File: config.mk
export PLATFORM = sky130hd
export DESIGN_NAME = fe_sync_mem
export DESIGN_NICKNAME = d
export VERILOG_FILES = /design/src/rtl/fe_sync_pkg.sv /design/src/rtl/fe_word_bank.sv /design/src/rtl/fe_wait_list.sv /design/src/rtl/fe_sync_mem.sv
export SDC_FILE = /design/constraint.sdc
export NUM_CORES = 1
export LEC_CHECK = 0
export CORE_UTILIZATION = 47
export CTS_BUF_LIST = sky130_fd_sc_hd__clkbuf_4
export DETAILED_ROUTE_END_ITERATION = 16
export DONT_BUFFER_PORTS = 1
export PLACE_DENSITY = 0.75
export SLEW_MARGIN = 20
export SYNTH_ARGS = -nofsm -noshare
export SYNTH_HDL_FRONTEND = slang
export SYNTH_HIERARCHICAL = 1
export SYNTH_SLANG_ARGS = --single-unit
File: constraint.sdc
create_clock -name clk -period 5.9 [get_ports clk]
set_clock_uncertainty 0.05 [all_clocks]
set_input_delay 0.59 -clock clk [delete_from_list [all_inputs] [get_ports clk]]
set_output_delay 0.59 -clock clk [all_outputs]
set_load 0.02 [all_outputs]
File: src/rtl/fe_sync_pkg.sv
package fe_sync_pkg;

    parameter int ADDR_W = 4;
    parameter int DATA_W = 16;
    parameter int TID_W  = 3;
    localparam int WORDS = 1 << ADDR_W;

    typedef enum logic [1:0] {
        OP_PLAIN_RD = 2'd0,
        OP_PLAIN_WR = 2'd1,
        OP_TAKE     = 2'd2,
        OP_PUT      = 2'd3
    } op_e;

    typedef struct packed {
        op_e               op;
        logic [ADDR_W-1:0] addr;
        logic [TID_W-1:0]  tid;
        logic [DATA_W-1:0] data;
    } waiter_t;

    // True when an operation may complete against a word with this tag.
    function automatic logic may_go(op_e op, logic tag_full);
        case (op)
            OP_TAKE: may_go = tag_full;
            OP_PUT:  may_go = !tag_full;
            default: may_go = 1'b1;
        endcase
    endfunction

    function automatic logic is_sync(op_e op);
        is_sync = (op == OP_TAKE) || (op == OP_PUT);
    endfunction

    function automatic logic writes_word(op_e op);
        writes_word = (op == OP_PLAIN_WR) || (op == OP_PUT);
    endfunction

endpackage

File: src/rtl/fe_word_bank.sv
module fe_word_bank
    import fe_sync_pkg::*;
(
    input  logic              clk,
    input  logic              rst,
    input  logic [ADDR_W-1:0] rd_addr,
    output logic [DATA_W-1:0] rd_data,
    input  logic              wr_en,
    input  logic [ADDR_W-1:0] wr_addr,
    input  logic [DATA_W-1:0] wr_data,
    input  logic              tag_en,
    input  logic [ADDR_W-1:0] tag_addr,
    input  logic              tag_val,
    output logic [WORDS-1:0]  tags
);

    logic [DATA_W-1:0] word_q [WORDS];
    logic [WORDS-1:0]  tag_q;

    always_ff @(posedge clk) begin
        if (rst) begin
            for (int i = 0; i < WORDS; i++) word_q[i] <= '0;
            tag_q <= '1;
        end else begin
            if (wr_en)  word_q[wr_addr] <= wr_data;
            if (tag_en) tag_q[tag_addr] <= tag_val;
        end
    end

    assign rd_data = word_q[rd_addr];
    assign tags    = tag_q;

    AST_TAG_HOLD: assert property (@(posedge clk) disable iff (rst)
        !tag_en |=> $stable(tag_q));
    AST_WORD_STORED: assert property (@(posedge clk) disable iff (rst)
        wr_en |=> word_q[$past(wr_addr)] == $past(wr_data));

endmodule

File: src/rtl/fe_wait_list.sv
module fe_wait_list
    import fe_sync_pkg::*;
#(
    parameter int DEPTH = 4
) (
    input  logic             clk,
    input  logic             rst,
    input  logic [WORDS-1:0] tags,
    input  logic             push,
    input  waiter_t          push_w,
    input  logic             pop,
    output logic             hit,
    output waiter_t          hit_w,
    output logic             full
);

    localparam int CW = $clog2(DEPTH + 1);
    localparam int IW = (DEPTH > 1) ? $clog2(DEPTH) : 1;

    waiter_t         slot_q [DEPTH];
    logic [CW-1:0]   cnt_q;
    logic [DEPTH-1:0] elig;
    logic [IW-1:0]   hit_idx;

    // A slot is eligible when it is occupied and its word's tag now permits it.
    for (genvar g = 0; g < DEPTH; g++) begin : g_elig
        assign elig[g] = (g < int'(cnt_q)) && may_go(slot_q[g].op, tags[slot_q[g].addr]);
    end

    // Slot 0 is the oldest; the first eligible slot wins.
    always_comb begin
        hit     = 1'b0;
        hit_idx = '0;
        for (int i = 0; i < DEPTH; i++) begin
            if (!hit && elig[i]) begin
                hit     = 1'b1;
                hit_idx = IW'(i);
            end
        end
    end

    assign hit_w = slot_q[hit_idx];
    assign full  = (cnt_q == CW'(DEPTH));

    always_ff @(posedge clk) begin
        if (rst) begin
            cnt_q <= '0;
            for (int i = 0; i < DEPTH; i++) slot_q[i] <= '0;
        end else if (pop) begin
            for (int i = 0; i < DEPTH - 1; i++) begin
                if (i >= int'(hit_idx)) slot_q[i] <= slot_q[i+1];
            end
            cnt_q <= cnt_q - 1'b1;
        end else if (push) begin
            for (int i = 0; i < DEPTH; i++) begin
                if (i == int'(cnt_q)) slot_q[i] <= push_w;
            end
            cnt_q <= cnt_q + 1'b1;
        end
    end

    AST_NO_PUSH_WITH_POP: assert property (@(posedge clk) disable iff (rst)
        !(push && pop));
    AST_POP_NEEDS_HIT: assert property (@(posedge clk) disable iff (rst)
        pop |-> hit);
    AST_PUSH_HAS_ROOM: assert property (@(posedge clk) disable iff (rst)
        push |-> !full);
    AST_COUNT_BOUND: assert property (@(posedge clk) disable iff (rst)
        int'(cnt_q) <= DEPTH);

endmodule

File: src/rtl/fe_sync_mem.sv
module fe_sync_mem
    import fe_sync_pkg::*;
#(
    parameter int PEND_DEPTH = 4
) (
    input  logic              clk,
    input  logic              rst,
    input  logic              req_valid,
    input  logic [1:0]        req_op,
    input  logic [ADDR_W-1:0] req_addr,
    input  logic [TID_W-1:0]  req_tid,
    input  logic [DATA_W-1:0] req_wdata,
    output logic              req_ready,
    output logic              rsp_valid,
    output logic [TID_W-1:0]  rsp_tid,
    output logic [DATA_W-1:0] rsp_data
);

    waiter_t          in_w, hit_w, cur_w;
    logic             hit, full;
    logic             in_parks, fire, act, push;
    logic [WORDS-1:0] tags;
    logic [DATA_W-1:0] rd_data;

    assign in_w.op   = op_e'(req_op);
    assign in_w.addr = req_addr;
    assign in_w.tid  = req_tid;
    assign in_w.data = req_wdata;

    // Held requests whose condition is met go before new ones.
    assign in_parks  = is_sync(in_w.op) && !may_go(in_w.op, tags[req_addr]);
    assign req_ready = !hit && (!full || !in_parks);
    assign fire      = req_valid && req_ready;
    assign push      = fire && in_parks;
    assign act       = hit || (fire && !in_parks);
    assign cur_w     = hit ? hit_w : in_w;

    fe_wait_list #(.DEPTH(PEND_DEPTH)) u_wait (
        .clk    (clk),
        .rst    (rst),
        .tags   (tags),
        .push   (push),
        .push_w (in_w),
        .pop    (hit),
        .hit    (hit),
        .hit_w  (hit_w),
        .full   (full)
    );

    fe_word_bank u_bank (
        .clk      (clk),
        .rst      (rst),
        .rd_addr  (cur_w.addr),
        .rd_data  (rd_data),
        .wr_en    (act && writes_word(cur_w.op)),
        .wr_addr  (cur_w.addr),
        .wr_data  (cur_w.data),
        .tag_en   (act && is_sync(cur_w.op)),
        .tag_addr (cur_w.addr),
        .tag_val  (cur_w.op == OP_PUT),
        .tags     (tags)
    );

    always_ff @(posedge clk) begin
        if (rst) begin
            rsp_valid <= 1'b0;
            rsp_tid   <= '0;
            rsp_data  <= '0;
        end else begin
            rsp_valid <= act;
            if (act) begin
                rsp_tid  <= cur_w.tid;
                rsp_data <= writes_word(cur_w.op) ? cur_w.data : rd_data;
            end
        end
    end

    AST_RSP_FOLLOWS: assert property (@(posedge clk) disable iff (rst)
        act |=> rsp_valid);
    AST_PARK_SILENT: assert property (@(posedge clk) disable iff (rst)
        push |=> !rsp_valid);
    AST_TAKE_EMPTIES: assert property (@(posedge clk) disable iff (rst)
        (act && cur_w.op == OP_TAKE) |=> !tags[$past(cur_w.addr)]);
    AST_PUT_FILLS: assert property (@(posedge clk) disable iff (rst)
        (act && cur_w.op == OP_PUT) |=> tags[$past(cur_w.addr)]);
    AST_ONE_TAKE_PER_FILL: assert property (@(posedge clk) disable iff (rst)
        (act && cur_w.op == OP_TAKE) |=>
        !(act && cur_w.op == OP_TAKE && cur_w.addr == $past(cur_w.addr)));
    AST_RETRY_BLOCKS_IN: assert property (@(posedge clk) disable iff (rst)
        hit |-> !req_ready);

endmodule

# Word-level counts from Yosys, hierarchy flattened
# Memories as Yosys holds them, arrays and structs flattened. A register that Yosys moved wholly into a read port is not among the register bits.
# Cells that the tools add are included.
# totals
ff_bits	23
latchBits	0
ram_bits	356
mem_bits_ro	0
input_bits	28
output_inout_bits	21
word_cells	156
n_memories	2
# classes
addsub	2
multipliers	0
div	0
order_cmp	14
n_eq_ne	17
shift	0
muxes	75
n_bitwise	7
reduce_logical	35
# mem_list
memory	depth	word_bits	rd	rd_ports_with_merged_regs	wr	line	text
u_bank.word_q	16	16	1	1	16	fe_word_bank.sv:17	logic [DATA_W-1:0] word_q [WORDS];
u_wait.slot_q	4	25	5	0	4	fe_wait_list.sv:20	waiter_t slot_q [DEPTH];
# op_table
operator	count
$mux W25	8
$mux W1	49
$lt A4 B5 Y1 const B	6
$eq A2 B2 Y1 const B	12
$bmux W1 S4	5
$bwmux W16	1
$mux W16	1
$reduce_or A16 Y1	1
$logic_and A1 B1 Y1	15
$logic_not A1 Y1	12
$pmux W1 S2	5
$or A1 B1 Y1	7
$eq A3 B3 Y1 const A	2
$lt A1 B3 Y1 const A	2
$lt A2 B3 Y1 const A	2
$mux W3	2
$logic_or A1 B1 Y1	5
$demux W1 S4	1
$ge A1 B2 Y1 const A	2
$ge A4 B1 Y1 const B	1
$mux W2	2
$mux W4	1
$add A3 B1 Y3 const B	1
$eq A2 B3 Y1 const A	1
other kinds (6)	6

# Longest topological paths before layout
# An unclocked memory read counts as a cell.
# depth
depth_word	27
mapped_depth	19

# Hierarchy
# Netlist, hierarchy kept.
# modules_own_cells
mod	n_inst	cells_per_inst	area_each_um2	seq_area_each_um2
fe_word_bank	1	806	12220.5	8007.7
fe_wait_list	1	571	6150.9	3062.9
fe_sync_mem	1	209	2004.4	400.4

# Worst setup path after synthesis
# No wires, ideal clock.
# synth_path
kind	register to register
startpoint	memory u_wait/slot_q[2][21] (netlist bit)
endpoint	memory u_bank.word_q[1][0], enable pin
setup_time_ns	0.411
t_arrival_ns	5.241
required_ns	5.439
setup_slack_ns	0.198
path_stages_with_launch	14
period_less_slack_ns	5.702
cell_sequence	edfxtp_1 mux4_2 mux2i_1 mux2i_1 nor2_2 a31oi_1 o21ai_0 clkbuf_1 clkbuf_1 clkbuf_1 mux2_2 or4b_1 buf_4 o21ai_0
# synth_rtl
item	line
start, declared	fe_wait_list.sv:20
end, declared	fe_word_bank.sv:17

==> out/metrics.cfg <==
[clock_tree]
post_cts_buffers=0
cts.sinks=395
max-clock-path-buffers=3
insertion_delay_ns=0.81
htree_levels=3
cts_made_buffers=96
cts_tree=yes
cts_root_buf=clkbuf_4
cts_resized=0
clk_pin_slew_ns=0.07

[synthesis]
async_reset_ff_share_pct=0
synth_ff_type=edfxtp_1
ys_ff_latch=395
synth_edf_count=356
synth_cell_types=69
syn-cell-area_sq_um=20380
synth_area_per_cell_sq_um=12.85
syn_inst=1586
syn_nets=1620
ys_seq_area_share_pct=56.30
yosysWarningCount=6

[global_routing]
grt_pass1_wl_um=81280
antenna_found_initial=1
grt_pass1_vias=13796
grt_max_degree=78
grtUsageTotal_pct=24.32
overflow=0

[worst_setup_path]
arrival_ns=6.03
critPathLaunchType=flip-flop
critical_path.startpoint=u_wait/slot_q[1][21]
cp-end-kind=flip-flop
critPathMaxFanout=26
cp.required_ns=6.53
worstReg2RegStart=u_wait/slot_q[1][21]
path_class=reg2reg

[die]
die_w_um=210.2
core_sq_um=42320
start_util_pct=48.14
num_rows=75
pin_count=49
die-area_sq_um=44190
die_y_um=210.2

[timing]
finalSetupViolCount=0
fin_crit_sh_pct=91.63
tightest_slew_ns=1.016
finalHoldViolations=0
rsz0062_at_grt=false
max_freq_mhz=185.0
maxSlewViolCount=0
worst_hold_slack_ns=0.06702
max_slew_margin_pct=32.04
layout_min_cycle_time_ns=5.406
setup_tns_ns=0

[placement]
gp_congestion=0.8558
place_hpwl_um=33880
place.port_buffers=0

[detailed_routing]
drtAntennaViolNets=0
dr.pass1.iters=5
drc=0
vias=13800
first_iter_violations=1309
viasPerCell=5.964
drt-total-wl_um=53640
wl_per_cell_um=23.18

[final_layout]
drive_gt1_share_pct=22.97
nets=1685
synthToLayoutAreaGrowth_pct=11.33

[power]
power_density_nw_per_um2=541.9
p_leak_nw=8.420
worst_ir_drop_vdd_uv=387.2

[status]
status=completed

[min_path]
hold_class=in2reg
hp-start=rst

[run]
max_cap_violations=0

[registers in the layout, summed over array words and instances, names as in the netlist]
register and cells:
u_bank/word_q 256, rsp_valid 1, u_bank/tags 16, u_wait/slot_q 100, rsp_tid 3, rsp_data 16
u_wait/cnt_q 3
[Yosys cell counts, drive strengths merged (2+ instances only)]
cell / instances / area share, %
edfxtp: 356 / 52
and2: 287 / 8.8
nand2: 200 / 3.7
mux2i: 100 / 4.9
o21ai: 97 / 2.4
mux4: 85 / 9.5
clkbuf: 80 / 1.5
a21oi: 49 / 1.3
dfxtp: 39 / 3.8
mux2: 38 / 2.1
buf: 36 / 1.4
a22oi: 32 / 1.2
nor2: 27 / 0.62
nand3: 23 / 0.56
or3b: 22 / 0.95
a221o: 16 / 0.82
nand2b: 9 / 0.28
nor2b: 9 / 0.28
or2: 8 / 0.25
nand3b: 7 / 0.26
ha: 6 / 0.37
a211o: 5 / 0.23
inv: 5 / 0.092
nor3: 5 / 0.23
nor4: 5 / 0.23
nand4: 4 / 0.12
a32o: 3 / 0.15
o211ai: 3 / 0.11
a221oi: 2 / 0.086
a31oi: 2 / 0.061
and3: 2 / 0.061
and3b: 2 / 0.086
nand4bb: 2 / 0.11
nor3b: 2 / 0.098
o2111ai: 2 / 0.12
o221a: 2 / 0.11
o22ai: 2 / 0.061
xnor2: 2 / 0.18
[layer usage]
layer / track usage (%) / routed length [um]
met1: 31.19 / 20800
met2: 40.82 / 26360
met3: 4.872 / 5286
met4: 9.112 / 1192
met5: 0 / 0
[cell type report]
class,instances,area [sq um]
diodes,4,10.01
fillers,3448,19640
repair buffers,83,760.7
multi-input cells,1069,8338
well taps,577,721.9
clock buffers,154,1156
clock inverters,26,203.9
flip-flops and latches,395,11470
inverters,6,22.52
[report_power, final]
group          leakage (nW)  internal (mW)  switching (mW)
Sequential             4.06           3.59           0.347
Combinational          3.56           2.37            3.54
Clock                 0.799           1.32            1.13
Total                  8.42           7.27            5.02
[placed cells by master, fill, tap and decap left out, types with 7 or more instances in the layout]
cell / n
clkbuf_4: 154
or3b_2: 22
nand3_1: 23
buf_4: 50
dfxtp_1: 39
nand2b_1: 9
o21ai_1: 37
clkinv_1: 19
nand2_1: 200
nor2b_1: 9
dlygate4sd3_1: 26
a22oi_1: 32
edfxtp_1: 356
nand3b_1: 7
a21oi_1: 48
o21ai_0: 58
and2_1: 287
mux2i_1: 99
or2_2: 8
a221o_1: 10
mux2_2: 35
mux4_2: 81
nor2_1: 21
[critical path, cell delays in order (launching register included)]
cell      delay [ns]
edfxtp_1        0.52
mux4_2          0.55
mux2i_1         0.28
a221oi_1        0.14
and2_1          0.23
a21oi_1         0.13
buf_4           0.17
nor3b_4         0.29
buf_4           0.21
mux2i_1         0.29
mux2_4          0.43
buf_12          0.25
mux4_2          0.31
a22oi_1         0.44
nand2_1         0.16
mux2_2          0.30
nand2_1         0.08
o21ai_0         0.09
a221o_2         0.35
[metrics by stage]
stage	setup WS, ns	cell area, sq um	power [mW]	util [%]	instances
detailed placement	0.6244	21050	9.775	49.73	2103
finish	0.4938	22680	12.29	53.60	2314
global placement	0.7346	21040	9.651	49.72	2103
CTS	0.5582	22680	12.25	53.58	2310
global route	0.2708	22680	12.88	53.59	2312
floorplan	0.1981	20380	8.095	-	1586
[timing repair]
item | in CTS | in global routing
endpoints found under the setup margin | 0 | 0
endpoints found under the hold margin | 121 | 0
hold buffers | 27 | 0
[kinds of logic after synthesis]
| logic type | after synthesis | share of synthesized area (%) |
|---|---|---|
| buf+inv | 122 | 3.027 |
| fa+ha+maj | 6 | 0.3684 |
| xor+xnor | 2 | 0.1781 |
| compound gates | 221 | 6.896 |
| mux | 223 | 16.48 |
| flops | 395 | 56.30 |
| simple gates | 617 | 16.75 |
[worst paths after layout]
| path | end | slack [ns] | cells after the start |
|---|---|---|---|
| worst max-delay path | rsp_data[15] | 0.49 | 18 |
| worst min-delay path | rsp_tid[0] | 0.07 | 3 |
| worst max register to register | rsp_data[15] | 0.49 | 18 |
| worst min register to register | u_wait/slot_q[2][4] | 0.50 | 2 |
No activity file was read; power rests on OpenSTA's default activity.
